## config.mk

```make
export PLATFORM = sky130hd
export DESIGN_NAME = hdlc_rx_fifo
export DESIGN_NICKNAME = d
export VERILOG_FILES = /design/src/rtl/hdlc_rxf_pkg.sv /design/src/rtl/hdlc_rxf_ram.sv /design/src/rtl/hdlc_rxf_ctrl.sv /design/src/rtl/hdlc_rxf_sticky.sv /design/src/rtl/hdlc_rx_fifo.sv
export SDC_FILE = /design/constraint.sdc
export NUM_CORES = 1
export LEC_CHECK = 0
export ABC_AREA = 1
export BUFFER_PORTS_ARGS = -buffer_cell sky130_fd_sc_hd__buf_4
export CORE_MARGIN = 2
export CORE_UTILIZATION = 35
export CTS_CLUSTER_DIAMETER = 100
export DETAILED_ROUTE_END_ITERATION = 10
export MAX_ROUTING_LAYER = met4
export SYNTH_ARGS = -nofsm -noshare
export SYNTH_HDL_FRONTEND = slang
export SYNTH_SLANG_ARGS = --single-unit
```

## constraint.sdc

```tcl
create_clock -name clk -period 4.9 [get_ports clk]
set_input_delay 0.735 -clock clk [delete_from_list [all_inputs] [get_ports clk]]
set_output_delay 0.735 -clock clk [all_outputs]
set_load 0.02 [all_outputs]
```

## src/rtl/hdlc_rxf_pkg.sv

```systemverilog
package hdlc_rxf_pkg;
  typedef struct packed {
    logic eom;
    logic crc_err;
    logic ovr;
  } rx_stat_t;

  localparam int STAT_W = $bits(rx_stat_t);
  localparam logic [15:0] CRC_GOOD_RES = 16'h1D0F;
endpackage

```

## src/rtl/hdlc_rxf_ram.sv

```systemverilog
module hdlc_rxf_ram #(
  parameter int W     = 8,
  parameter int DEPTH = 4,
  localparam int AW   = (DEPTH > 1) ? $clog2(DEPTH) : 1
) (
  input  logic          clk,
  input  logic          rst,
  input  logic          we,
  input  logic [AW-1:0] waddr,
  input  logic [W-1:0]  wdata,
  input  logic          re,
  input  logic [AW-1:0] raddr,
  output logic [W-1:0]  rdata
);
  logic [W-1:0] mem [DEPTH];

  always_ff @(posedge clk) begin
    if (we) mem[waddr] <= wdata;
  end

  always_ff @(posedge clk) begin
    if (rst)     rdata <= '0;
    else if (re) rdata <= mem[raddr];
  end
endmodule

```

## src/rtl/hdlc_rxf_ctrl.sv

```systemverilog
module hdlc_rxf_ctrl #(
  parameter int DEPTH = 4,
  localparam int AW   = (DEPTH > 1) ? $clog2(DEPTH) : 1,
  localparam int CW   = $clog2(DEPTH + 1)
) (
  input  logic          clk,
  input  logic          rst,
  input  logic          in_vld,
  input  logic          rd_req,
  output logic          we,
  output logic [AW-1:0] waddr,
  output logic          ovr_wr,
  output logic          pop,
  output logic [AW-1:0] raddr,
  output logic          avail,
  output logic          full
);
  localparam logic [CW-1:0] CNT_FULL = CW'(DEPTH);
  localparam logic [AW-1:0] PTR_LAST = AW'(DEPTH - 1);

  logic [AW-1:0] wptr, rptr, wptr_prev;
  logic [CW-1:0] cnt, cnt_nxt;
  logic          push;

  function automatic logic [AW-1:0] ptr_inc(input logic [AW-1:0] p);
    return (p == PTR_LAST) ? '0 : p + AW'(1);
  endfunction

  function automatic logic [AW-1:0] ptr_dec(input logic [AW-1:0] p);
    return (p == '0) ? PTR_LAST : p - AW'(1);
  endfunction

  always_comb begin
    pop       = rd_req && (cnt != '0);
    ovr_wr    = in_vld && (cnt == CNT_FULL) && !pop;
    push      = in_vld && !ovr_wr;
    we        = in_vld;
    wptr_prev = ptr_dec(wptr);
    waddr     = ovr_wr ? wptr_prev : wptr;
    raddr     = rptr;
    cnt_nxt   = cnt;
    if (push) cnt_nxt = cnt_nxt + CW'(1);
    if (pop)  cnt_nxt = cnt_nxt - CW'(1);
  end

  always_ff @(posedge clk) begin
    if (rst) begin
      wptr  <= '0;
      rptr  <= '0;
      cnt   <= '0;
      avail <= 1'b0;
      full  <= 1'b0;
    end else begin
      if (push) wptr <= ptr_inc(wptr);
      if (pop)  rptr <= ptr_inc(rptr);
      cnt   <= cnt_nxt;
      avail <= (cnt_nxt != '0);
      full  <= (cnt_nxt == CNT_FULL);
    end
  end
endmodule

```

## src/rtl/hdlc_rxf_sticky.sv

```systemverilog
module hdlc_rxf_sticky
  import hdlc_rxf_pkg::*;
(
  input  logic     clk,
  input  logic     rst,
  input  logic     pop,
  input  rx_stat_t st,
  input  logic     clr_ovr,
  input  logic     clr_crc,
  input  logic     ovr_ie,
  input  logic     crc_ie,
  output logic     ovr_flag,
  output logic     crc_flag,
  output logic     irq
);
  logic pop_q;
  logic ovr_nxt, crc_nxt;

  always_comb begin
    ovr_nxt = (pop_q && st.ovr)     || (ovr_flag && !clr_ovr);
    crc_nxt = (pop_q && st.crc_err) || (crc_flag && !clr_crc);
  end

  always_ff @(posedge clk) begin
    if (rst) begin
      pop_q    <= 1'b0;
      ovr_flag <= 1'b0;
      crc_flag <= 1'b0;
      irq      <= 1'b0;
    end else begin
      pop_q    <= pop;
      ovr_flag <= ovr_nxt;
      crc_flag <= crc_nxt;
      irq      <= (ovr_nxt && ovr_ie) || (crc_nxt && crc_ie);
    end
  end
endmodule

```

## src/rtl/hdlc_rx_fifo.sv

```systemverilog
module hdlc_rx_fifo
  import hdlc_rxf_pkg::*;
#(
  parameter int          DW       = 8,
  parameter int          DEPTH    = 4,
  parameter logic [15:0] GOOD_RES = CRC_GOOD_RES
) (
  input  logic          clk,
  input  logic          rst,
  input  logic          in_vld,
  input  logic [DW-1:0] in_data,
  input  logic          in_eom,
  input  logic [15:0]   in_crc_res,
  input  logic          crc_chk_en,
  input  logic          rd_req,
  input  logic          clr_ovr,
  input  logic          clr_crc,
  input  logic          ovr_ie,
  input  logic          crc_ie,
  output logic [DW-1:0] rd_data,
  output logic          rd_eom,
  output logic          avail,
  output logic          full,
  output logic          ovr_flag,
  output logic          crc_flag,
  output logic          irq
);
  localparam int AW = (DEPTH > 1) ? $clog2(DEPTH) : 1;

  logic          we, ovr_wr, pop;
  logic [AW-1:0] waddr, raddr;
  rx_stat_t      wst, rst_out;

  hdlc_rxf_ctrl #(.DEPTH(DEPTH)) u_ctrl (
    .clk(clk), .rst(rst), .in_vld(in_vld), .rd_req(rd_req),
    .we(we), .waddr(waddr), .ovr_wr(ovr_wr), .pop(pop), .raddr(raddr),
    .avail(avail), .full(full)
  );

  always_comb begin
    wst.eom     = in_eom && !ovr_wr;
    wst.crc_err = in_eom && crc_chk_en && (in_crc_res != GOOD_RES);
    wst.ovr     = ovr_wr;
  end

  hdlc_rxf_ram #(.W(DW), .DEPTH(DEPTH)) u_data_ram (
    .clk(clk), .rst(rst), .we(we), .waddr(waddr), .wdata(in_data),
    .re(pop), .raddr(raddr), .rdata(rd_data)
  );

  hdlc_rxf_ram #(.W(STAT_W), .DEPTH(DEPTH)) u_stat_ram (
    .clk(clk), .rst(rst), .we(we), .waddr(waddr), .wdata(wst),
    .re(pop), .raddr(raddr), .rdata(rst_out)
  );

  assign rd_eom = rst_out.eom;

  hdlc_rxf_sticky u_sticky (
    .clk(clk), .rst(rst), .pop(pop), .st(rst_out),
    .clr_ovr(clr_ovr), .clr_crc(clr_crc), .ovr_ie(ovr_ie), .crc_ie(crc_ie),
    .ovr_flag(ovr_flag), .crc_flag(crc_flag), .irq(irq)
  );
endmodule

```

[After elaboration in Yosys (flattened, before gate mapping)]
Memories as Yosys holds them, arrays and structs flattened. A register that Yosys moved wholly into a read port is not among the register bits.
Cells that the tools add are included.
Storage, ports and cells
  bits of input ports: 34
  output and inout bits: 14
  memories: 2
  memory bits (writable): 44
  word-level logic and storage cells: 52
  register bits: 13
Cells by class
  reductions and logical operators: 23
  multiplexer cells: 8
  $add $sub $neg: 5
  equal/unequal tests: 5
Memory list
  u_data_ram.mem: words 4, width 8, rd ports 1, clocked after Yosys merged registers in 1, write ports 1, RTL line hdlc_rxf_ram.sv:15  | logic [W-1:0] mem [DEPTH];
  u_stat_ram.mem: words 4, width 3, rd ports 1, clocked after Yosys merged registers in 1, write ports 1, RTL line hdlc_rxf_ram.sv:15
Operators by type and width (count)
  inequality test 16 x 13 -> 1 bit, second input constant: 1
  logical AND 1 bit: 13
  2-to-1 mux 2 bit: 4
  == test 3 bit, second input constant: 2
  2-to-1 mux 3 bit: 2
  nonzero test 3 bit: 2
  adder 2 x 1 -> 2 bit, second input constant: 2
  == test 2 bit, second input constant: 2
  zero test 1 bit: 4
  adder 3 x 1 -> 3 bit, second input constant: 1
  logical OR 1 bit: 3
  subtractor 3 x 1 -> 3 bit, second input constant: 1
  zero test 2 bit: 1
  2-to-1 mux 1 bit: 2
  subtractor 2 x 1 -> 2 bit, second input constant: 1

[Logic depth before layout (Yosys ltp)]
  depth after elaboration: 10
  gate-level depth with buffers: 14
  mapped depth without buffers: 14

[By module]
From an unflattened synthesis, not the netlist that was laid out.
Second synthesis, totals
  cell total of the unflattened synthesis: 299
  area, all modules: 2939.1 µm²
By module, submodules not included
  hdlc_rxf_ram (u_data_ram): cells each 127, times used 1, area an instance 1559.0 µm², sequential area each 1121.1 µm²
  hdlc_rxf_ram (u_stat_ram): cells each 52, times used 1, area an instance 579.3 µm², sequential area each 420.4 µm²
  hdlc_rxf_ctrl: cells each 80, times used 1, area an instance 576.8 µm², sequential area each 180.2 µm²
  hdlc_rxf_sticky: cells each 20, times used 1, area an instance 145.1 µm², sequential area each 80.1 µm²
  hdlc_rx_fifo: cells each 20, times used 1, area an instance 78.8 µm², sequential area each 0.0 µm²

[Least setup slack after synthesis]
Ideal clock, no wire load.
  path kind: input port to flip-flop
  start point: input in_vld
  end point: memory u_data_ram.mem[2][0] (enable)
  stages on the path: 8
  setup slack: 2.694 ns
  required time: 4.522 ns
  arrival time: 1.828 ns
  setup time: 0.378 ns
  path through: inv_2 > nor2_1 > nand2_2 > clkinv_4 > nand2_1 > o21ai_2 > or2_1 > nor2_1
Between the ends
  cells in the longest elaborated chain, start to end: 3
Ends and longest elaborated chain
  from (decl): RTL line hdlc_rx_fifo.sv:10  | input logic in_vld,
  logical AND 1 bit (2 in a row): RTL line hdlc_rxf_ctrl.sv:35  | ovr_wr = in_vld && (cnt == CNT_FULL) && !pop;
  net ovr_wr: RTL line hdlc_rx_fifo.sv:30  | logic we, ovr_wr, pop;
  2-to-1 mux 2 bit: RTL line hdlc_rxf_ctrl.sv:39  | waddr = ovr_wr ? wptr_prev : wptr;
  to (decl): RTL line hdlc_rxf_ram.sv:15
The timed path passes the listed nets, and every way through them passes these cells.

[Final worst setup path]
  start point: register u_ctrl.cnt[0]
  end point: memory u_data_ram.mem[3][2] (enable)
Between the ends
  cells in the longest elaborated chain, start to end: 5
Ends and longest elaborated chain
  from (decl): RTL line hdlc_rxf_ctrl.sv:22  | logic [CW-1:0] cnt, cnt_nxt;
  from (signal assigned): RTL line hdlc_rxf_ctrl.sv:56  | cnt <= cnt_nxt;
  nonzero test 3 bit: RTL line hdlc_rxf_ctrl.sv:34  | pop = rd_req && (cnt != '0);
  logical AND 1 bit: RTL line hdlc_rxf_ctrl.sv:34
  zero test 1 bit: RTL line hdlc_rxf_ctrl.sv:35
  logical AND 1 bit (*): RTL line hdlc_rxf_ctrl.sv:35
  net ovr_wr: RTL line hdlc_rx_fifo.sv:30
  2-to-1 mux 2 bit (*): RTL line hdlc_rxf_ctrl.sv:39
The timed path passes the listed nets; every way through them passes the cells marked *.

==> out/metrics.csv <==
stage;metric;value;unit
pwr;pwr_total;1.569;mW
worst_setup_path;regToRegStartpoint;u_ctrl.cnt[0];
hold_path;hold_start;u_sticky.crc_flag;
yosys;asyncSetResetFlopFracSynth;0;
grt;initial_antenna_violation_count;0;
clock_network;post-cts-setup-buffer-count;0;
hold_path;hp-class;reg -> reg;
placement;post_detailed_placement_half_perimeter_wirelength;3675;um
worst_setup_path;critical_path.startpoint_type;register;
grt;aggregate_global_routing_overflow;0;
sta;fin_crit_sh;0.5262;
grt;track_usage;0.1413;
worst_setup_path;crit_path_start;u_ctrl.cnt[0];
pwr;power.density_cell_area;456.1;nW/um^2
drt;post_route_ant_nets;0;
sta;hold_viol;0;
sta;fmax;387.9;MHz
cells_and_area;layout-drive-gt1-share;0.2073;
placement;post_dp_cell_area;3222;um^2
cells_and_area;nets;363;
pwr;vdd_ir_drop_max;138.6;uV
sta;final_period_minus_worst_setup_slack;2.578;ns
outcome;status;completed;
clock_network;cts.path.max_buffers;2;
cells_and_area;num_antenna_cells;0;
sta;timing.setup.tns;0;ns
cells_and_area;design_area;3440;um^2
placement;buffer_ports.inserted;47;
drt;postRouteWirelength;5453;um
floorplan;io_pins;48;
floorplan;die_y;93.13;um
grt;largest_net_degree_at_the_start_of_global_routing;26;
drt;drt-initial-drc-count;132;
floorplan;start_util;0.3598;
clock_network;tritoncts.num_buffers;9;
yosys;synthesis.yosys.warnings;0;
yosys;synth_edf_count;44;
cells_and_area;layout.core_utilization;0.4451;
grt;grt_pass1_wl;8914;um
clock_network;cts.sink_count;68;
sta;maxSlewHeadroom;0.2729;
clock_network;clock_tree.root_cell;sky130_fd_sc_hd__clkbuf_8;
floorplan;std_cell_rows;32;
worst_setup_path;endpoint_kind;register;
clock_network;clk-insertion-delay-late;0.34;ns
cells_and_area;synthToLayoutAreaGrowth;23.72;%
yosys;ys_ff_latch;68;
cells_and_area;mostFrequentLayoutCell;sky130_fd_sc_hd__nor2_1;
sta;worst-slew-pin-transition;1.087;ns
yosys;yosys_most_used_dff;sky130_fd_sc_hd__edfxtp_1;
yosys;yosysSeqAreaShare;0.6481;
sta;unrepaired_setup_endpoints_after_global_routing;false;
floorplan;total_die_area;8672;um^2
drt;wl_per_cell;12.68;um
placement;gp_congestion;0.8425;
sta;worst_clock_skew;0.006330;ns
drt;drt_drc_violations_left;0;
worst_setup_path;timing.critical_path.fanout_max;11;
sta;final.setup.worst_slack;2.322;ns
floorplan;die_width;93.13;um
clock_network;worst_setup_hold_path_clk_slew;0.07;ns
yosys;synth.distinct_cells;25;
drt;drt-pass1-iter-count;4;
clock_network;tritoncts_clock_tree;built;
drt;avgViaCountPerCell;4.637;
clock_network;htree_num_levels;3;
drt;vias;1994;
grt;grt_pass1_vias;1924;
yosys;post_synthesis_cell_area;2780;um^2
run;cap_violations;0;
clock_network;cts.repair.resized;0;
yosys;mappedNetlistNets;314;
yosys;cells_after_synthesis;274;
sta;slew_violations;0;
worst_setup_path;timing.critical_path.arrival;2.54;ns
worst_setup_path;critical_path_class;reg -> reg;
cells_and_area;layout_common_cells;56 x sky130_fd_sc_hd__nor2_1, 47 x sky130_fd_sc_hd__buf_4, 44 x sky130_fd_sc_hd__edfxtp_1;
sta;timing.final.setup_violations;0;
pwr;cellLeakagePower;1.469;nW
worst_setup_path;worst-endpoint-required;4.86;ns
yosys;syn_area_per_cell;10.15;um^2
cells_and_area;number_of_filler_cells_placed_in_the_layout;741;
placement;preCtsSetupSlack;2.141;ns
clock_network;postCtsHoldBufs;0;
floorplan;core_region;7727;um^2
[logic make-up after synthesis]
logic type | count (synthesis) | share of synthesized area
compound gates | 59 | 0.1161
buf+inv | 42 | 0.06031
fa+ha+maj | 6 | 0.02700
flops | 68 | 0.6481
simple gates | 99 | 0.1485
[worst paths after layout]
check | endpoint | slack [ns] | depth (start not counted)
min reg2reg | u_sticky.crc_flag | 0.49 | 2
min | u_sticky.crc_flag | 0.49 | 2
max reg2reg | u_data_ram.mem[3][2] | 2.32 | 10
max | u_data_ram.mem[3][2] | 2.32 | 10
[report_power, final]
group / leakage (nW) / switching, mW / total [mW] / internal [mW]
sequential: 0.602 / 0.0452 / 0.723 / 0.678
combinational: 0.761 / 0.212 / 0.344 / 0.132
clock: 0.107 / 0.202 / 0.502 / 0.300
[Yosys cell counts (2+ instances only)]
cell type,number,share of area
sky130_fd_sc_hd__a21oi_1,6,0.011
sky130_fd_sc_hd__clkbuf_1,7,0.0095
sky130_fd_sc_hd__dfxtp_1,24,0.17
sky130_fd_sc_hd__edfxtp_1,44,0.48
sky130_fd_sc_hd__ha_1,6,0.027
sky130_fd_sc_hd__inv_1,31,0.042
sky130_fd_sc_hd__nand2_1,20,0.027
sky130_fd_sc_hd__nand2_2,2,0.0045
sky130_fd_sc_hd__nand3_1,13,0.023
sky130_fd_sc_hd__nand4_1,3,0.0068
sky130_fd_sc_hd__nor2_1,56,0.076
sky130_fd_sc_hd__nor4_1,2,0.0045
sky130_fd_sc_hd__o21ai_0,35,0.063
sky130_fd_sc_hd__o21ai_1,3,0.0054
sky130_fd_sc_hd__o21ai_2,2,0.0063
sky130_fd_sc_hd__o22ai_1,11,0.025
[routing by layer]
metal / share of wire / routed length, um / global-route usage / up-vias
met3: 0.054 / 295 / 0.02740 / 13
met5: 0 / 0 / - / -
li1: - / - / - / 1030
met2: 0.46 / 2485 / 0.2174 / 63
met4: 0.026 / 144 / 0.08456 / 0
met1: 0.46 / 2529 / 0.1736 / 888
[through the flow]
step	hold slack [ns]	cells
4_1_cts	0.4978	430
3_5_place_dp	0.4861	414
3_3_place_gp	0.4833	414
5_1_grt	0.5115	430
2_1_floorplan	0.4475	274
6_report	0.4898	430
[critical path: stages (launching register included)]
cell,delay (ns)
sky130_fd_sc_hd__dfxtp_1,0.38
sky130_fd_sc_hd__inv_1,0.09
sky130_fd_sc_hd__ha_1,0.21
sky130_fd_sc_hd__nand2_1,0.09
sky130_fd_sc_hd__inv_1,0.05
sky130_fd_sc_hd__nand2_2,0.12
sky130_fd_sc_hd__clkinv_4,0.10
sky130_fd_sc_hd__nand2_1,0.08
sky130_fd_sc_hd__o21ai_2,0.05
sky130_fd_sc_hd__or2_1,0.22
sky130_fd_sc_hd__nor2_1,0.80
[layout make-up]
type | count | area [um^2] | area share
flip-flops and latches | 68 | 1802 | 0.5238
multi-input cells | 164 | 810.8 | 0.2357
repair buffers | 47 | 352.8 | 0.1026
clock buffers | 12 | 145.1 | 0.04220
inverters | 33 | 128.9 | 0.03747
well taps | 102 | 127.6 | 0.03710
clock inverters | 4 | 72.57 | 0.02110
[sequential cells by signal, summed over array words and instances (netlist names), 2 cells and up]
name / flops
u_stat_ram.rdata: 3
u_ctrl.wptr: 2
u_ctrl.cnt: 3
u_data_ram.mem: 32
u_stat_ram.mem: 12
u_data_ram.rdata: 8
u_ctrl.raddr: 2
Note: power is estimated with default switching activity, not from simulation.
